`src/rtl/seg_scan_pkg.sv`:
```
package seg_scan_pkg;
  localparam int SEG_W   = 9;
  localparam int SEG_DP  = 7;
  localparam int SEG_IND = 8;
  typedef logic [SEG_W-1:0] seg_pat_t;
endpackage

```
`src/rtl/seg_scan_tick.sv`:
```
module seg_scan_tick #(
  parameter int DIV = 50
) (
  input  logic clk,
  input  logic rst_n,
  output logic tick_o
);
  generate
    if (DIV <= 1) begin : g_direct
      assign tick_o = 1'b1;
    end else begin : g_count
      localparam int CW = $clog2(DIV);
      localparam logic [CW-1:0] C_LAST = CW'(DIV - 1);
      logic [CW-1:0] cnt_q;
      always_ff @(posedge clk or negedge rst_n) begin
        if (!rst_n)               cnt_q <= '0;
        else if (cnt_q == C_LAST) cnt_q <= '0;
        else                      cnt_q <= cnt_q + CW'(1);
      end
      assign tick_o = (cnt_q == C_LAST);
    end
  endgenerate
endmodule

```
`src/rtl/seg_scan_mem.sv`:
```
module seg_scan_mem
  import seg_scan_pkg::*;
#(
  parameter int N_GRID = 12,
  parameter int ADDR_W = 4,
  localparam int IDX_W = $clog2(N_GRID)
) (
  input  logic              clk,
  input  logic              rst_n,
  input  logic              wr_en,
  input  logic [ADDR_W-1:0] wr_addr,
  input  seg_pat_t          wr_data,
  input  logic              commit_i,
  input  logic [IDX_W-1:0]  rd_idx,
  output seg_pat_t          rd_data
);
  seg_pat_t stage_q [N_GRID];
  seg_pat_t show_q  [N_GRID];

  generate
    for (genvar g = 0; g < N_GRID; g++) begin : g_digit
      always_ff @(posedge clk or negedge rst_n) begin
        if (!rst_n) begin
          stage_q[g] <= '0;
          show_q[g]  <= '0;
        end else begin
          if (wr_en && (wr_addr == ADDR_W'(g))) stage_q[g] <= wr_data;
          if (commit_i)                         show_q[g]  <= stage_q[g];
        end
      end
    end
  endgenerate

  assign rd_data = show_q[rd_idx];
endmodule

```
`src/rtl/seg_scan_seq.sv`:
```
module seg_scan_seq
  import seg_scan_pkg::*;
#(
  parameter int N_GRID      = 12,
  parameter int SLOT_US     = 778,
  parameter int SEG_ON_US   = 36,
  parameter int GRID_ON_US  = 45,
  parameter int GRID_OFF_US = 720,
  parameter int SEG_OFF_US  = 732,
  localparam int IDX_W = $clog2(N_GRID),
  localparam int T_W   = $clog2(SLOT_US)
) (
  input  logic              clk,
  input  logic              rst_n,
  input  logic              tick_i,
  input  seg_pat_t          pat_i,
  output logic [IDX_W-1:0]  idx_o,
  output logic              commit_o,
  output logic [N_GRID-1:0] grid_o,
  output seg_pat_t          seg_o
);
  localparam logic [T_W-1:0]   T_LAST = T_W'(SLOT_US - 1);
  localparam logic [T_W-1:0]   T_SON  = T_W'(SEG_ON_US);
  localparam logic [T_W-1:0]   T_SOFF = T_W'(SEG_OFF_US);
  localparam logic [T_W-1:0]   T_GON  = T_W'(GRID_ON_US);
  localparam logic [T_W-1:0]   T_GOFF = T_W'(GRID_OFF_US);
  localparam logic [IDX_W-1:0] I_LAST = IDX_W'(N_GRID - 1);

  logic [T_W-1:0]   t_q, t_nx;
  logic [IDX_W-1:0] idx_q, idx_nx;
  logic             slot_end, grid_win, seg_win;

  always_comb begin
    slot_end = tick_i && (t_q == T_LAST);
    t_nx     = slot_end ? '0 : t_q + T_W'(1);
    idx_nx   = idx_q;
    if (slot_end) idx_nx = (idx_q == I_LAST) ? '0 : idx_q + IDX_W'(1);
    grid_win = (t_nx >= T_GON) && (t_nx < T_GOFF);
    seg_win  = (t_nx >= T_SON) && (t_nx < T_SOFF);
  end

  always_ff @(posedge clk or negedge rst_n) begin
    if (!rst_n) begin
      t_q    <= '0;
      idx_q  <= '0;
      grid_o <= '0;
      seg_o  <= '0;
    end else if (tick_i) begin
      t_q    <= t_nx;
      idx_q  <= idx_nx;
      grid_o <= grid_win ? (N_GRID'(1) << idx_nx) : '0;
      seg_o  <= seg_win ? pat_i : '0;
    end
  end

  assign idx_o    = idx_q;
  assign commit_o = slot_end;
endmodule

```
`src/rtl/seg_scan.sv`:
```
module seg_scan
  import seg_scan_pkg::*;
#(
  parameter int CLK_PER_US  = 50,
  parameter int N_GRID      = 12,
  parameter int ADDR_W      = 4,
  parameter int SLOT_US     = 778,
  parameter int SEG_ON_US   = 36,
  parameter int GRID_ON_US  = 45,
  parameter int GRID_OFF_US = 720,
  parameter int SEG_OFF_US  = 732
) (
  input  logic              clk,
  input  logic              rst_n,
  input  logic              wr_en,
  input  logic [ADDR_W-1:0] wr_addr,
  input  logic [8:0]        wr_data,
  output logic [N_GRID-1:0] grid_o,
  output logic [8:0]        seg_o
);
  localparam int IDX_W = $clog2(N_GRID);

  logic             tick;
  logic             commit;
  logic [IDX_W-1:0] cur_idx;
  seg_pat_t         cur_pat;

  seg_scan_tick #(.DIV(CLK_PER_US)) u_tick (
    .clk(clk), .rst_n(rst_n), .tick_o(tick)
  );

  seg_scan_mem #(.N_GRID(N_GRID), .ADDR_W(ADDR_W)) u_mem (
    .clk(clk), .rst_n(rst_n), .wr_en(wr_en), .wr_addr(wr_addr),
    .wr_data(wr_data), .commit_i(commit), .rd_idx(cur_idx), .rd_data(cur_pat)
  );

  seg_scan_seq #(
    .N_GRID(N_GRID), .SLOT_US(SLOT_US), .SEG_ON_US(SEG_ON_US),
    .GRID_ON_US(GRID_ON_US), .GRID_OFF_US(GRID_OFF_US), .SEG_OFF_US(SEG_OFF_US)
  ) u_seq (
    .clk(clk), .rst_n(rst_n), .tick_i(tick), .pat_i(cur_pat),
    .idx_o(cur_idx), .commit_o(commit), .grid_o(grid_o), .seg_o(seg_o)
  );
endmodule

```
`config.mk`:
```
export PLATFORM = sky130hd
export DESIGN_NAME = seg_scan
export DESIGN_NICKNAME = d
export VERILOG_FILES = /design/src/rtl/seg_scan_pkg.sv /design/src/rtl/seg_scan_tick.sv /design/src/rtl/seg_scan_mem.sv /design/src/rtl/seg_scan_seq.sv /design/src/rtl/seg_scan.sv
export SDC_FILE = /design/constraint.sdc
export NUM_CORES = 1
export LEC_CHECK = 0
export BUFFER_PORTS_ARGS = -buffer_cell sky130_fd_sc_hd__buf_2
export CAP_MARGIN = 30
export CORE_ASPECT_RATIO = 0.7
export CORE_MARGIN = 5
export CORE_UTILIZATION = 56
export DETAILED_ROUTE_END_ITERATION = 7
export HOLD_SLACK_MARGIN = 0.06
export PLACE_DENSITY = 0.76
export SETUP_SLACK_MARGIN = 0.05
export SYNTH_ARGS = -nofsm -noshare
export SYNTH_HDL_FRONTEND = slang
export SYNTH_SLANG_ARGS = --single-unit
```
`constraint.sdc`:
```
create_clock -name clk -period 2.5 [get_ports clk]
set_clock_uncertainty 0.2 [all_clocks]
set_input_delay 0.125 -clock clk [delete_from_list [all_inputs] [get_ports clk]]
set_output_delay 0.125 -clock clk [all_outputs]
set_load 0.01 [all_outputs]
```
# ---- After elaboration in Yosys (flattened, before gate mapping)
# Index checks and enable logic that the tools add are counted.
dict set report classes {
  muxes 9
  add_sub_neg 3
  n_reduce_logical 16
  n_bitwise 1
  div_mod_pow 0
  n_mul 0
  magnitude_cmp 5
  shift 1
  eq_ne 14
}
# operator count
set op_table {}
lappend op_table {{9-bit binary-select mux with 4-bit select} 1}
lappend op_table {{9-bit 2-to-1 mux} 3}
lappend op_table {{4-bit == test (second input constant)} 5}
lappend op_table {{10-bit by 6-bit greater-or-equal comparator with 1-bit output (second input constant)} 2}
lappend op_table {{10-bit < comparator (second input constant)} 2}
lappend op_table {{4-bit by 3-bit == test with 1-bit output (second input constant)} 4}
lappend op_table {{1-bit logical AND} 15}
lappend op_table {{12-bit 2-to-1 mux} 1}
lappend op_table {{1-bit by 4-bit left shift with 12-bit output (first input constant)} 1}
lappend op_table {{10-bit by 1-bit adder with 10-bit output (second input constant)} 1}
lappend op_table {{10-bit == test (second input constant)} 1}
lappend op_table {{10-bit 2-to-1 mux} 1}
lappend op_table {{4-bit by 2-bit == test with 1-bit output (second input constant)} 2}
lappend op_table {{4-bit 2-to-1 mux} 2}
lappend op_table {{6-bit by 1-bit adder with 6-bit output (second input constant)} 1}
lappend op_table {{6-bit == test (second input constant)} 1}
lappend op_table {{6-bit 2-to-1 mux} 1}
lappend op_table {{5-bit greater-or-equal comparator (second input constant)} 1}
lappend op_table {{4-bit NOT with 5-bit output} 1}
lappend op_table {{4-bit by 1-bit adder with 4-bit output (second input constant)} 1}
lappend op_table {{4-bit by 1-bit == test with 1-bit output (second input constant)} 1}
lappend op_table {{4-bit logical NOT} 1}
dict set report word_totals {
  ram_bits 0
  word_cells 78
  latchBits 0
  output_inout_bits 21
  rom_bits 0
  memories 0
  input_bits 16
  regBits 257
}

# ---- Longest topological paths before layout
# Gate-level depths: netlist of run 1.
dict set report depth {
  depth_word 6
  mapped_depth 10
  ltp_nobuf 9
}

# ---- Modules after synthesis
# Synthesis of run 1 repeated with hierarchy kept, for this count alone.
dict set report unflattened {
  hier_cells 800
  area_unflattened_um2 11418.5
}
# module area_per_inst_um2 seq_area_each_um2 cells_per_inst n_inst
set modules_own_cells {}
lappend modules_own_cells {seg_scan_mem 9137.5 5405.2 561 1}
lappend modules_own_cells {seg_scan_seq 1995.7 875.8 213 1}
lappend modules_own_cells {seg_scan_tick 285.3 150.1 26 1}

# ---- Worst setup path before layout of run 1
# OpenSTA, ideal clock, no wires.
dict set report synth_path {
  path_kind {register -> register}
  startpoint {reg u_seq.t_q[1]}
  endpoint {reg u_seq.seg_o[0]}
  t_required_ns 2.164
  period_less_slack_ns 2.502
  setup_time_ns 0.136
  path_stages_with_launch 9
  path_buffers 1
  slack_ns -0.002
  arrival_ns 2.166
  cell_sequence {dfrtp_1 > inv_1 > ha_1 > nand4b_1 > or4_4 > buf_2 > and2_1 > o32ai_4 > o31ai_1}
}
dict set report synth_between {
  elab_chain_cells 6
  word_cells_on_any_way 8
  classes_between {1 x add/sub; 2 x order compare; 1 x eq/ne; 2 x mux; 2 x reduce/logical}
}
# element line
set synth_rtl {}
lappend synth_rtl {{from (decl)} seg_scan_seq.sv:29} ;# logic [T_W-1:0] t_q, t_nx;
lappend synth_rtl {{from (signal assigned)} seg_scan_seq.sv:49} ;# t_q <= t_nx;
lappend synth_rtl {{branches (longest 2 deep; another with 10-bit by 1-bit adder with 10-bit output)} n/a}
lappend synth_rtl {{10-bit 2-to-1 mux *} seg_scan_seq.sv:35} ;# t_nx = slot_end ? '0 : t_q + T_W'(1);
lappend synth_rtl {{10-bit by 6-bit greater-or-equal comparator with 1-bit output or 10-bit < comparator (tied branches)} seg_scan_seq.sv:39} ;# seg_win = (t_nx >= T_SON) && (t_nx < T_SOFF);
lappend synth_rtl {{1-bit logical AND *} seg_scan_seq.sv:39}
lappend synth_rtl {{9-bit 2-to-1 mux *} seg_scan_seq.sv:52} ;# seg_o <= seg_win ? pat_i : '0;
lappend synth_rtl {{to (signal assigned)} seg_scan_seq.sv:52}
lappend synth_rtl {{to (decl)} seg_scan_seq.sv:20} ;# output seg_pat_t seg_o
# Every way passes the cells marked *.
# A chain may end at the register's enable or synchronous reset.

# ---- Worst setup path after layout of run 1
dict set report layout_path {
  startpoint {reg u_seq.t_q[1]}
  endpoint {reg u_seq.grid_o[8]}
}
dict set report layout_between {
  elab_chain_cells 6
  word_cells_on_any_way 10
  classes_between {1 x add/sub; 2 x order compare; 1 x eq/ne; 1 x shift; 3 x mux; 2 x reduce/logical}
}
# element line
set layout_rtl {}
lappend layout_rtl {{branches (longest 5 deep; another with 10-bit by 1-bit adder with 10-bit output)} n/a}
lappend layout_rtl {{12-bit 2-to-1 mux *} seg_scan_seq.sv:51} ;# grid_o <= grid_win ? (N_GRID'(1) << idx_nx) : '0;
lappend layout_rtl {{to (signal assigned)} seg_scan_seq.sv:51}
lappend layout_rtl {{to (decl)} seg_scan_seq.sv:19} ;# output logic [N_GRID-1:0] grid_o,
# Marked as above.

==> results of run 1 <==
[how the worst max path moves through the flow]
stage	from	endpoint
6_report	u_seq.t_q[1]	u_seq.grid_o[8]
3_3_place_gp	u_seq.t_q[1]	u_seq.grid_o[7]
5_1_grt	u_tick.g_count.cnt_q[1]	u_seq.grid_o[8]
4_1_cts	u_seq.t_q[3]	u_seq.grid_o[7]
3_5_place_dp	u_seq.t_q[1]	u_seq.grid_o[9]
2_1_floorplan	u_seq.t_q[1]	u_seq.seg_o[0]
[cells in the mapped netlist (all sizes together), types with 5 or more instances]
master	instances	area, sq um
nand3	11	55.1
clkbuf	56	210
nand3b	5	37.5
buf	8	35.0
nand4b	5	43.8
nor3	7	35.0
o31ai	19	153
dfrtp	257	6430
ha	5	62.6
o41ai	5	43.8
a21oi	29	145
nor2	20	75.1
mux2	110	1240
mux4	27	608
inv	8	30.0
and2	5	31.3
nand2	381	1430
o21ai	12	63.8
nand2b	5	31.3
a31oi	5	31.3
xnor2	7	61.3
[layer usage]
layer	global-route usage [%]	part of all wire (%)	vias to the layer above
li1	-	-	3636
met3	4.41	6.6	52
met1	33.4	45	3999
met5	0	0.049	-
met2	35.9	45	245
met4	6.40	2.5	2
[cell type report]
type,count,area share [%]
clock inverters,12,0.876
inverters,8,0.226
multi-input cells,705,36.0
clock buffers,32,5.21
flip-flops and latches,257,48.4
repair buffers,108,6.72
diodes,1,0.0188
well taps,270,2.54
[critical path, cell delays in order (launching register included)]
cell and delay [ps]:
dfrtp_1 390, inv_2 60, ha_1 140, nand4b_1 150
or4_4 620, nand2_1 140, nand2_2 100, o21bai_4 230
o41ai_2 350
[power by group]
group | switching, mW | internal (mW)
logic | 0.241 | 0.346
clock network | 1.61 | 2.08
registers | 0.206 | 4.57
total | 2.06 | 6.99
[state kept, by name (all words and copies together), names as in the netlist]
name and cells:
u_seq.idx_o 4, u_seq.grid_o 12, u_seq.t_q 10, u_mem.stage_q 108, u_seq.seg_o 9, u_tick.g_count.cnt_q 6
u_mem.show_q 108
[cell families (layout without fill, tap and decap cells)]
family | after synthesis | count (layout) | share of synthesized area (%)
compound gates | 85 | 85 | 5.17
mux | 138 | 138 | 16.5
simple gates | 467 | 467 | 17.4
flops | 257 | 257 | 57.1
other cells | 0 | 1 | 0
buf+inv | 72 | 160 | 2.45
fa+ha+maj | 5 | 5 | 0.556
xor+xnor | 10 | 10 | 0.778
[what timing repair did]
action,CTS,global route
resized for setup,8,40
cloned,0,1
endpoints found under the setup margin,20,23
hold buffers,13,0
hold endpoints to repair,365,0
buffers inserted,2,7
pin swaps,2,6
[per-stage QoR]
stage | instances | hold WS, ps | power [mW]
finish | 1393 | 108 | 9.05
global route | 1393 | 141 | 9.42
CTS | 1384 | 64.8 | 9.13
detailed placement | 1325 | -105 | 5.42
global placement | 1325 | -109 | 5.36
floorplan | 1034 | -371 | 5.17
==> run_results.csv, run 1 <==
group,metric,value,unit
run_status,status,"complete, no violations",
synthesis,synthFlopType,"dfrtp_1",
cells_and_area,multi_input_area,4770,sq um
timing,slew_viol_final,0,
synthesis,syn_inst,1034,
floorplanning,die_y,129,um
synthesis,ys_ff_latch,257,
global_route,grt_max_degree,76,
timing,rsz0062_at_grt,"true",
worst_setup_path,r2r_setup_slack,20,ps
placed_design,pre_cts_ws,-46.4,ps
placed_design,dpl_cell_area,12000,sq um
timing,tns,0,ps
drt,avgViaCountPerCell,5.70,
synthesis,syn_area,11300,sq um
min_path,min_from,"wr_addr[2]",
clocking,clk_pin_slew,60,ps
synthesis,async_flop_share,100,%
synthesis,ys_warn_count,0,
clocking,clkLatencyLatePin,530,ps
cells_and_area,synthToLayoutAreaGrowth,17.9,%
cells_and_area,layout_commonest_cell,"nand2_1",
floorplanning,num_io_pins,37,
worst_setup_path,r2r_end,"u_seq.grid_o[8]",
cells_and_area,utilization,67.1,%
worst_setup_path,cp-end-kind,"flip-flop",
placed_design,dp_hpwl,16000,um
cells_and_area,final_cell_mix,"379 x nand2_1, 256 x dfrtp_1, 110 x mux2_2",
global_route,grt_pass1_wl,43000,um
synthesis,yosysSeqAreaShare,57.1,%
timing,finalHoldViolCount,0,
floorplanning,row_count,43,
cells_and_area,final_cell_area,13300,sq um
pwr,power_leakage,6.37,nW
clocking,cts_tree,"built",
clocking,cts_root_buf,"clkbuf_16",
floorplanning,die_area,23100,sq um
worst_setup_path,reg2reg_from,"u_seq.t_q[1]",
clocking,cts_buffers,25,
global_route,overflow,0,
drt,wl,26300,um
cells_and_area,fillers,1484,
pwr,vdd_drop_max,486,uV
floorplanning,initial_core_util,56.9,%
timing,setup_viol,0,
drt,drc,0,
timing,fmax,404,MHz
global_route,gr-usage-all-layers,22.9,%
worst_setup_path,critical_path_class,"reg -> reg",
global_route,antenna_found_initial,2,
placed_design,routabilityCongestion,0.905,
synthesis,synth-edff-count,0,
clocking,cts_sinks,257,
cells_and_area,layout-drive-gt1-share,28.3,%
pwr,p_per_area,682,nW/um^2
drt,initialDrtViolationCount,795,
flow_run,cap_violations,0,
min_path,min_path_cells,5,
worst_setup_path,crit_arrival,2700,ps
timing,timing.final.crit_share,99.1,%
timing,finalWorstSetupSlack,22.0,ps
global_route,first_global_vias,8130,
drt,wl_per_cell,18.9,um
synthesis,syn_area_per_cell,10.9,sq um
timing,max_slew_margin,55.2,%
worst_setup_path,path_max_fanout,8,
worst_setup_path,required,2720,ps
drt,drtAntennaViolNets,0,
synthesis,syn_nets,1055,
synthesis,yosysUniqueCellTypes,52,
clocking,clock_path_buffers,3,
worst_setup_path,start_kind,"flip-flop",
drt,drt_pass1_iterations,5,
cells_and_area,nets,1126,
clocking,htree_levels,1,
cells_and_area,register_area,6430,sq um
timing,period_minus_slack,2480,ps
worst_setup_path,r2r_cells,8,
timing,worst_slew_pin_slew,673,ps
placed_design,numPortBuffers,36,
floorplanning,core_area,19800,sq um
drt,via_count,7934,
min_path,hp-class,"in -> reg",
min_path,min_to,"u_mem.stage_q[84]",
floorplanning,die_w,179,um
Power figures use the tool's default switching activity.
==> inputs of run 2 (changes only) <==
--- a/config.mk
+++ b/config.mk
@@ -5,14 +5,16 @@
 export SDC_FILE = /design/constraint.sdc
 export NUM_CORES = 1
 export LEC_CHECK = 0
+export ABC_AREA = 1
 export BUFFER_PORTS_ARGS = -buffer_cell sky130_fd_sc_hd__buf_2
 export CAP_MARGIN = 30
 export CORE_ASPECT_RATIO = 0.7
 export CORE_MARGIN = 5
-export CORE_UTILIZATION = 56
+export CORE_UTILIZATION = 60
 export DETAILED_ROUTE_END_ITERATION = 7
 export HOLD_SLACK_MARGIN = 0.06
-export PLACE_DENSITY = 0.76
+export PLACE_DENSITY = 0.77
+export RECOVER_POWER = 100
 export SETUP_SLACK_MARGIN = 0.05
 export SYNTH_ARGS = -nofsm -noshare
 export SYNTH_HDL_FRONTEND = slang
==> constraint.sdc (replaced) <==
create_clock -name clk -period 3.1 [get_ports clk]
set_clock_uncertainty 0.2 [all_clocks]
set_input_delay 0.155 -clock clk [delete_from_list [all_inputs] [get_ports clk]]
set_output_delay 0.155 -clock clk [all_outputs]
set_load 0.01 [all_outputs]
==> run 2 against run 1 <==
Maximum frequency decreased by 9.1%. Sequential share of layout area up 2.6 points. Setup slack better by 350 ps. Clock-buffer cell count grew 6. Sequential cell count unchanged. Utilization rose by 0.27 points. Synthesized cell count up 30%. Combinational power is 30% lower. Highest routed layer is now met4.
==> run_results.csv, run 2 <==
group,metric,value,unit
run_status,status,"complete, no violations",
clocking,cts_buffers,25,
timing,finalHoldViolCount,0,
global_route,grt_pass1_wl,44900,um
pwr,vdd_drop_max,450,uV
timing,finalWorstSetupSlack,374,ps
cells_and_area,synthToLayoutAreaGrowth,11.2,%
flow_run,cap_violations,0,
synthesis,yosysMostFrequentCell,"nand2_1",
synthesis,synth_simple_gate_area_share,22.9,%
cells_and_area,layout-drive-gt1-share,6.73,%
timing,fmax,367,MHz
worst_setup_path,cp-end-kind,"flip-flop",
synthesis,ys_ff_latch,257,
synthesis,synth_top_family_by_area,"simple AND/OR/NAND/NOR gates",
worst_setup_path,crit_arrival,2920,ps
synthesis,yosysUniqueCellTypes,33,
synthesis,synthMuxAreaShare,0,%
synthesis,synthAdderAreaFrac,0.552,%
clocking,htree_levels,1,
floorplanning,die_area,21800,sq um
worst_setup_path,path_max_fanout,27,
pwr,p_per_area,585,nW/um^2
clocking,cts_tree,"built",
synthesis,syn_area_per_cell,8.41,sq um
worst_setup_path,required,3300,ps
drt,drc,0,
timing,worst_slew_pin_slew,1250,ps
drt,avgViaCountPerCell,5.55,
clocking,post_cts_buffers,0,
timing,slew_viol_final,0,
global_route,gr-usage-all-layers,24.8,%
synthesis,syn_nets,1367,
min_path,hp-class,"in -> reg",
drt,wl_per_cell,16.2,um
timing,hold_slack,103,ps
floorplanning,die_w,174,um
global_route,antenna_found_initial,0,
placed_design,dp.cells,1577,
floorplanning,initial_core_util,60.5,%
synthesis,syn_inst,1346,
cells_and_area,final_cell_mix,"447 x nand2_1, 257 x dfrtp_1, 237 x o21ai_0",
timing,period_minus_slack,2730,ps
cells_and_area,layout_commonest_cell,"nand2_1",
cells_and_area,n_antenna_cell,0,
drt,initialDrtViolationCount,906,
floorplanning,row_count,42,
placed_design,dp_hpwl,16900,um
cells_and_area,instances_no_fill,1639,
cells_and_area,utilization,67.3,%
placed_design,numPortBuffers,36,
clocking,clkLatencyLatePin,520,ps
synthesis,synthFlopType,"dfrtp_1",
cells_and_area,multi_input_area,4070,sq um
drt,wl,26600,um
floorplanning,num_io_pins,37,
timing,rsz0062_at_grt,"false",
worst_setup_path,critical_path_class,"reg -> reg",
placed_design,pre_cts_ws,648,ps
timing,setup_viol,0,
synthesis,ys_warn_count,0,
synthesis,netlist_top_cells_area,"dfrtp_1 57%, nand2_1 15%, o21ai_0 10%",
synthesis,synth_common_cells,"446 x nand2_1, 257 x dfrtp_1, 237 x o21ai_0, 116 x inv_1, 66 x nor2_1",
synthesis,synth_top_area_cell,"dfrtp_1",
global_route,overflow,0,
global_route,first_global_vias,8829,
synthesis,synth-xor-area-share,0.309,%
clocking,cts_root_buf,"clkbuf_16",
timing,tns,0,ps
worst_setup_path,start_kind,"flip-flop",
cells_and_area,nets,1400,
floorplanning,core_area,18700,sq um
synthesis,async_flop_share,100,%
clocking,clk_pin_slew,70,ps
synthesis,syn_area,11300,sq um
cells_and_area,top_regs,"u_mem.show_q: 108 flops, u_mem.stage_q: 108 flops, u_seq.grid_o: 12 flops",
floorplanning,die_y,125,um
cells_and_area,register_area,6430,sq um
synthesis,synth-edff-count,0,
synthesis,synth-compound-area-share,12.7,%
pwr,power_leakage,6.23,nW
synthesis,synth_top_area_share,56.8,%
timing,max_slew_margin,16.8,%
timing,timing.final.crit_share,87.9,%
global_route,grt_max_degree,119,
drt,drtAntennaViolNets,0,
cells_and_area,fillers,1517,
clocking,clock_path_buffers,3,
drt,drt_pass1_iterations,5,
clocking,cts_sinks,257,
synthesis,yosysSeqAreaShare,56.8,%
placed_design,routabilityCongestion,0.879,
drt,via_count,9096,
[run 2: changes by cell type in the layout (fill, tap and decap cells not counted), sizes merged, moves of 27 or more]
cell    previous run  this run
mux2             110         0
nand2            381       454
nor2              20        73
mux4              27         0
nand3             11        64
o21ai             12       241
clkbuf            33        68
inv               10       119
buf               94        23
[run 2: final timing paths]
path | slack [ps] | endpoint | cells after the start | start
setup / recovery | 370 | u_seq.seg_o[2] | 11 | u_tick.g_count.cnt_q[1]
hold / removal | 100 | u_mem.stage_q[20] | 6 | wr_addr[3]
setup reg to reg | 370 | u_seq.seg_o[2] | 11 | u_tick.g_count.cnt_q[1]
hold reg to reg | 260 | u_mem.show_q[70] | 2 | u_mem.stage_q[70]
max in group asynchronous | 560 | u_mem.stage_q[78] | 4 | rst_n
min in group asynchronous | 800 | u_mem.stage_q[2] | 3 | rst_n
[run 2: area by class of cell]
type / instances / area share [%]
clock buffer: 38 / 6.15
inverter: 121 / 3.61
tap: 242 / 2.40
sequential: 257 / 51.1
clock inverter: 7 / 0.795
timing repair buffer: 70 / 3.68
multi-input combinational: 904 / 32.3
[run 2: per-layer routing]
metal  global-route usage [%]  share of wire [%]  vias up
met4                     6.24                2.3        0
met3                     5.01                6.4       47
met2                     38.0                 45      280
met1                     36.9                 47     4390
li1                         -                  -     4379
met5                        0                  0        -
[run 2: power by group]
group	internal [mW]	switching [mW]
Clock	1.89	1.28
Sequential	3.65	0.137
Combinational	0.147	0.267
Total	5.69	1.68
[run 2: cell families (layout without fill, tap and decap cells)]
logic type	count (synthesis)	after routing
xor gates and xnor gates	4	4
adders and majority gates	5	5
DFF	257	257
buffers and inverters	185	236
AOI/OAI and AO/OA	281	281
and+or+nand+nor	614	614
[run 2: stage by stage]
step,cell area [sq um],power (mW)
after floorplan,11300,4.05
after global routing,12600,7.67
after CTS,12700,7.42
final,12600,7.37
after global placement,11700,4.21
after detailed placement,11700,4.24
[run 2: repair_timing]
item / CTS / global route
resized for setup: 0 / 0
endpoints found under the hold margin: 319 / 0
hold buffers: 17 / 0
[run 2: critical path, stage by stage (launching register included)]
cell,delay [ps]
dfrtp_1,400
inv_1,70
ha_1,160
nand2_1,130
nor2_8,370
inv_1,200
nor2_8,200
nor2_2,100
nor2_1,100
nand3_1,340
nand4_1,240
nand2_1,90
==> inputs of run 3 (changes only) <==
--- a/config.mk
+++ b/config.mk
@@ -5,15 +5,14 @@
 export SDC_FILE = /design/constraint.sdc
 export NUM_CORES = 1
 export LEC_CHECK = 0
-export ABC_AREA = 1
 export BUFFER_PORTS_ARGS = -buffer_cell sky130_fd_sc_hd__buf_2
 export CAP_MARGIN = 30
 export CORE_ASPECT_RATIO = 0.7
 export CORE_MARGIN = 5
-export CORE_UTILIZATION = 60
+export CORE_UTILIZATION = 55
 export DETAILED_ROUTE_END_ITERATION = 7
 export HOLD_SLACK_MARGIN = 0.06
-export PLACE_DENSITY = 0.77
+export PLACE_DENSITY = 0.72
 export RECOVER_POWER = 100
 export SETUP_SLACK_MARGIN = 0.05
 export SYNTH_ARGS = -nofsm -noshare
==> run 3 against run 2 <==
The run now ends with max-capacitance violations, max-slew violations left. Via count down 15%. Setup slack got worse by 140 ps. Register-to-register slack got worse by 140 ps. Clock-buffer cell count fell by 2. Cell area is 0.43% higher. Sequential cell count did not move. Combinational power grew 13%. Critical path type unchanged.
==> run_results.csv, run 3 (same netlist as run 1, synthesis figures left out) <==
group,metric,value,unit
global_route,gr-usage-all-layers,22.1,%
worst_setup_path,critPathBufInv,1,
worst_setup_path,start_kind,"flip-flop",
pwr,power_leakage,5.97,nW
worst_setup_path,crit_family,"simple AND/OR/NAND/NOR gates",
worst_setup_path,cp_slowest_cell,"or4_4",
floorplanning,die_y,130,um
min_path,min_path_cells,4,
global_route,first_global_vias,7704,
clocking,clock_path_buffers,3,
pwr,p_per_area,572,nW/um^2
cells_and_area,fillers,1610,
clocking,clkLatencyLatePin,530,ps
worst_setup_path,reg2reg_from,"u_seq.t_q[0]",
cells_and_area,instances_no_fill,1363,
clocking,cts_resized,0,
cells_and_area,top_regs,"u_mem.show_q: 108 flops, u_mem.stage_q: 108 flops, u_seq.grid_o: 12 flops",
cells_and_area,final_cell_mix,"381 x nand2_1, 256 x dfrtp_1, 109 x mux2_2",
worst_setup_path,cp-end-kind,"flip-flop",
placed_design,numPortBuffers,36,
global_route,overflow,0,
run_status,status,"complete, but fails checks",
drt,drt_pass1_iterations,5,
worst_setup_path,slowest_delay,700,ps
cells_and_area,synthToLayoutAreaGrowth,12.4,%
timing,finalHoldViolCount,0,
floorplanning,die_area,23500,sq um
min_path,hp-class,"in -> reg",
floorplanning,num_io_pins,37,
floorplanning,row_count,43,
min_path,min_to,"u_mem.stage_q[6]",
floorplanning,core_area,20000,sq um
global_route,grt_pass1_wl,41800,um
run_status,violations,"max-capacitance violations, max-slew violations",
clocking,cts_tree,"built",
worst_setup_path,crit_path_cell_trace,"ha_1, nand4b_1, or4_4, o21ai_2, o21ai_0, o32ai_4, buf_12, o31ai_1",
clocking,clk_pin_slew,60,ps
worst_setup_path,crit_arrival,3020,ps
worst_setup_path,path_max_fanout,30,
timing,period_minus_slack,2870,ps
clocking,cts_sinks,257,
cells_and_area,utilization,63.4,%
pwr,total_power,7.24,mW
cells_and_area,layout_commonest_cell,"nand2_1",
worst_setup_path,critical_path_class,"reg -> reg",
flow_run,cap_violations,1,
global_route,grt_max_degree,99,
drt,initialDrtViolationCount,834,
timing,worst_slew_pin_slew,2210,ps
worst_setup_path,required,3250,ps
worst_setup_path,r2r_end,"u_seq.seg_o[4]",
timing,slew_viol_final,98,
worst_setup_path,r2r_cells,8,
min_path,min_from,"wr_addr[0]",
global_route,antenna_found_initial,1,
floorplanning,initial_core_util,56.4,%
timing,finalWorstSetupSlack,231,ps
clocking,cts_root_buf,"clkbuf_16",
clocking,htree_levels,1,
clocking,cts_buffers,24,
floorplanning,die_w,181,um
placed_design,dp_hpwl,15700,um
drt,drc,0,
timing,max_slew_margin,-47.2,%
placed_design,routabilityCongestion,0.872,
timing,timing.final.crit_share,92.6,%
drt,via_count,7695,
drt,avgViaCountPerCell,5.65,
cells_and_area,layout-drive-gt1-share,19.7,%
pwr,vdd_drop_max,457,uV
drt,wl_per_cell,18.5,um
timing,setup_viol,0,
timing,tns,0,ps
worst_setup_path,r2r_setup_slack,230,ps
placed_design,dp.cells,1304,
timing,rsz0062_at_grt,"false",
placed_design,pre_cts_ws,194,ps
drt,wl,25200,um
timing,fmax,349,MHz
cells_and_area,nets,1096,
drt,drtAntennaViolNets,0,
==> run 3: cell count changes in the layout (fill, tap and decap cells not counted), moves of 27 or more <==
cell / previous run / this run
inv_1: 117 / 8
mux2_2: 0 / 109
mux4_2: 0 / 27
nand2_1: 447 / 381
nand3_1: 61 / 11
nor2_1: 66 / 20
o21ai_0: 237 / 10
==> run 3: layout make-up <==
class / instances / area, sq um / area share (%)
clock buffer: 36 / 686 / 5.42
multi-input combinational: 705 / 4560 / 36.0
inverter: 8 / 30.0 / 0.237
tap: 270 / 338 / 2.67
clock inverter: 7 / 98.8 / 0.781
antenna: 1 / 2.50 / 0.0198
sequential: 257 / 6430 / 50.9
timing repair buffer: 79 / 503 / 3.98
==> run 3: per-layer routing <==
layer,routed length (um),vias to the layer above,track usage (%),share of wire [%]
li1,-,3572,-,-
met1,11600,3862,32.9,46
met2,11600,222,34.8,46
met3,1500,39,4.07,5.9
met4,498,0,5.16,2.0
met5,0,-,0,0
==> run 3: metrics by stage <==
stage	hold slack, ps	area [sq um]
after floorplan	-341	11300
after global placement	49.4	11800
after detailed placement	51.7	11800
after CTS	77.5	12700
after global routing	125	12600
final	100	12600
==> run 3: worst reg2reg max path: cells and delay by family (launching register included) <==
| kind | cells | cell delay (ps) |
|---|---|---|
| compound gates | 4 | 770 |
| buf+inv | 1 | 170 |
| fa+ha+maj | 1 | 220 |
| flops | 1 | 520 |
| simple gates | 2 | 830 |
==> run 3: report_power, final <==
part / leakage, nW / switching, mW / internal, mW
logic: 2.20 / 0.193 / 0.272
registers: 3.39 / 0.161 / 3.68
clock network: 0.381 / 1.23 / 1.70
total: 5.97 / 1.59 / 5.65
==> run 3: repair_timing <==
action	in CTS	in global routing
endpoints found under the hold margin	311	0
buffers inserted	0	1
setup endpoints to repair	0	9
hold buffers	14	0
==> run 3: worst max path at each step <==
| stage | start | to | cells past startpoint | slack (ps) |
|---|---|---|---|---|
| after floorplan | u_seq.t_q[1] | u_seq.seg_o[0] | 8 | 600 |
| after global placement | u_seq.t_q[0] | u_seq.seg_o[5] | 7 | 260 |
| after detailed placement | u_seq.t_q[0] | u_seq.seg_o[2] | 7 | 190 |
| after CTS | u_seq.t_q[0] | u_seq.seg_o[4] | 7 | 120 |
| after global routing | u_seq.t_q[0] | u_seq.seg_o[4] | 8 | 40 |
| final | u_seq.t_q[0] | u_seq.seg_o[4] | 8 | 230 |
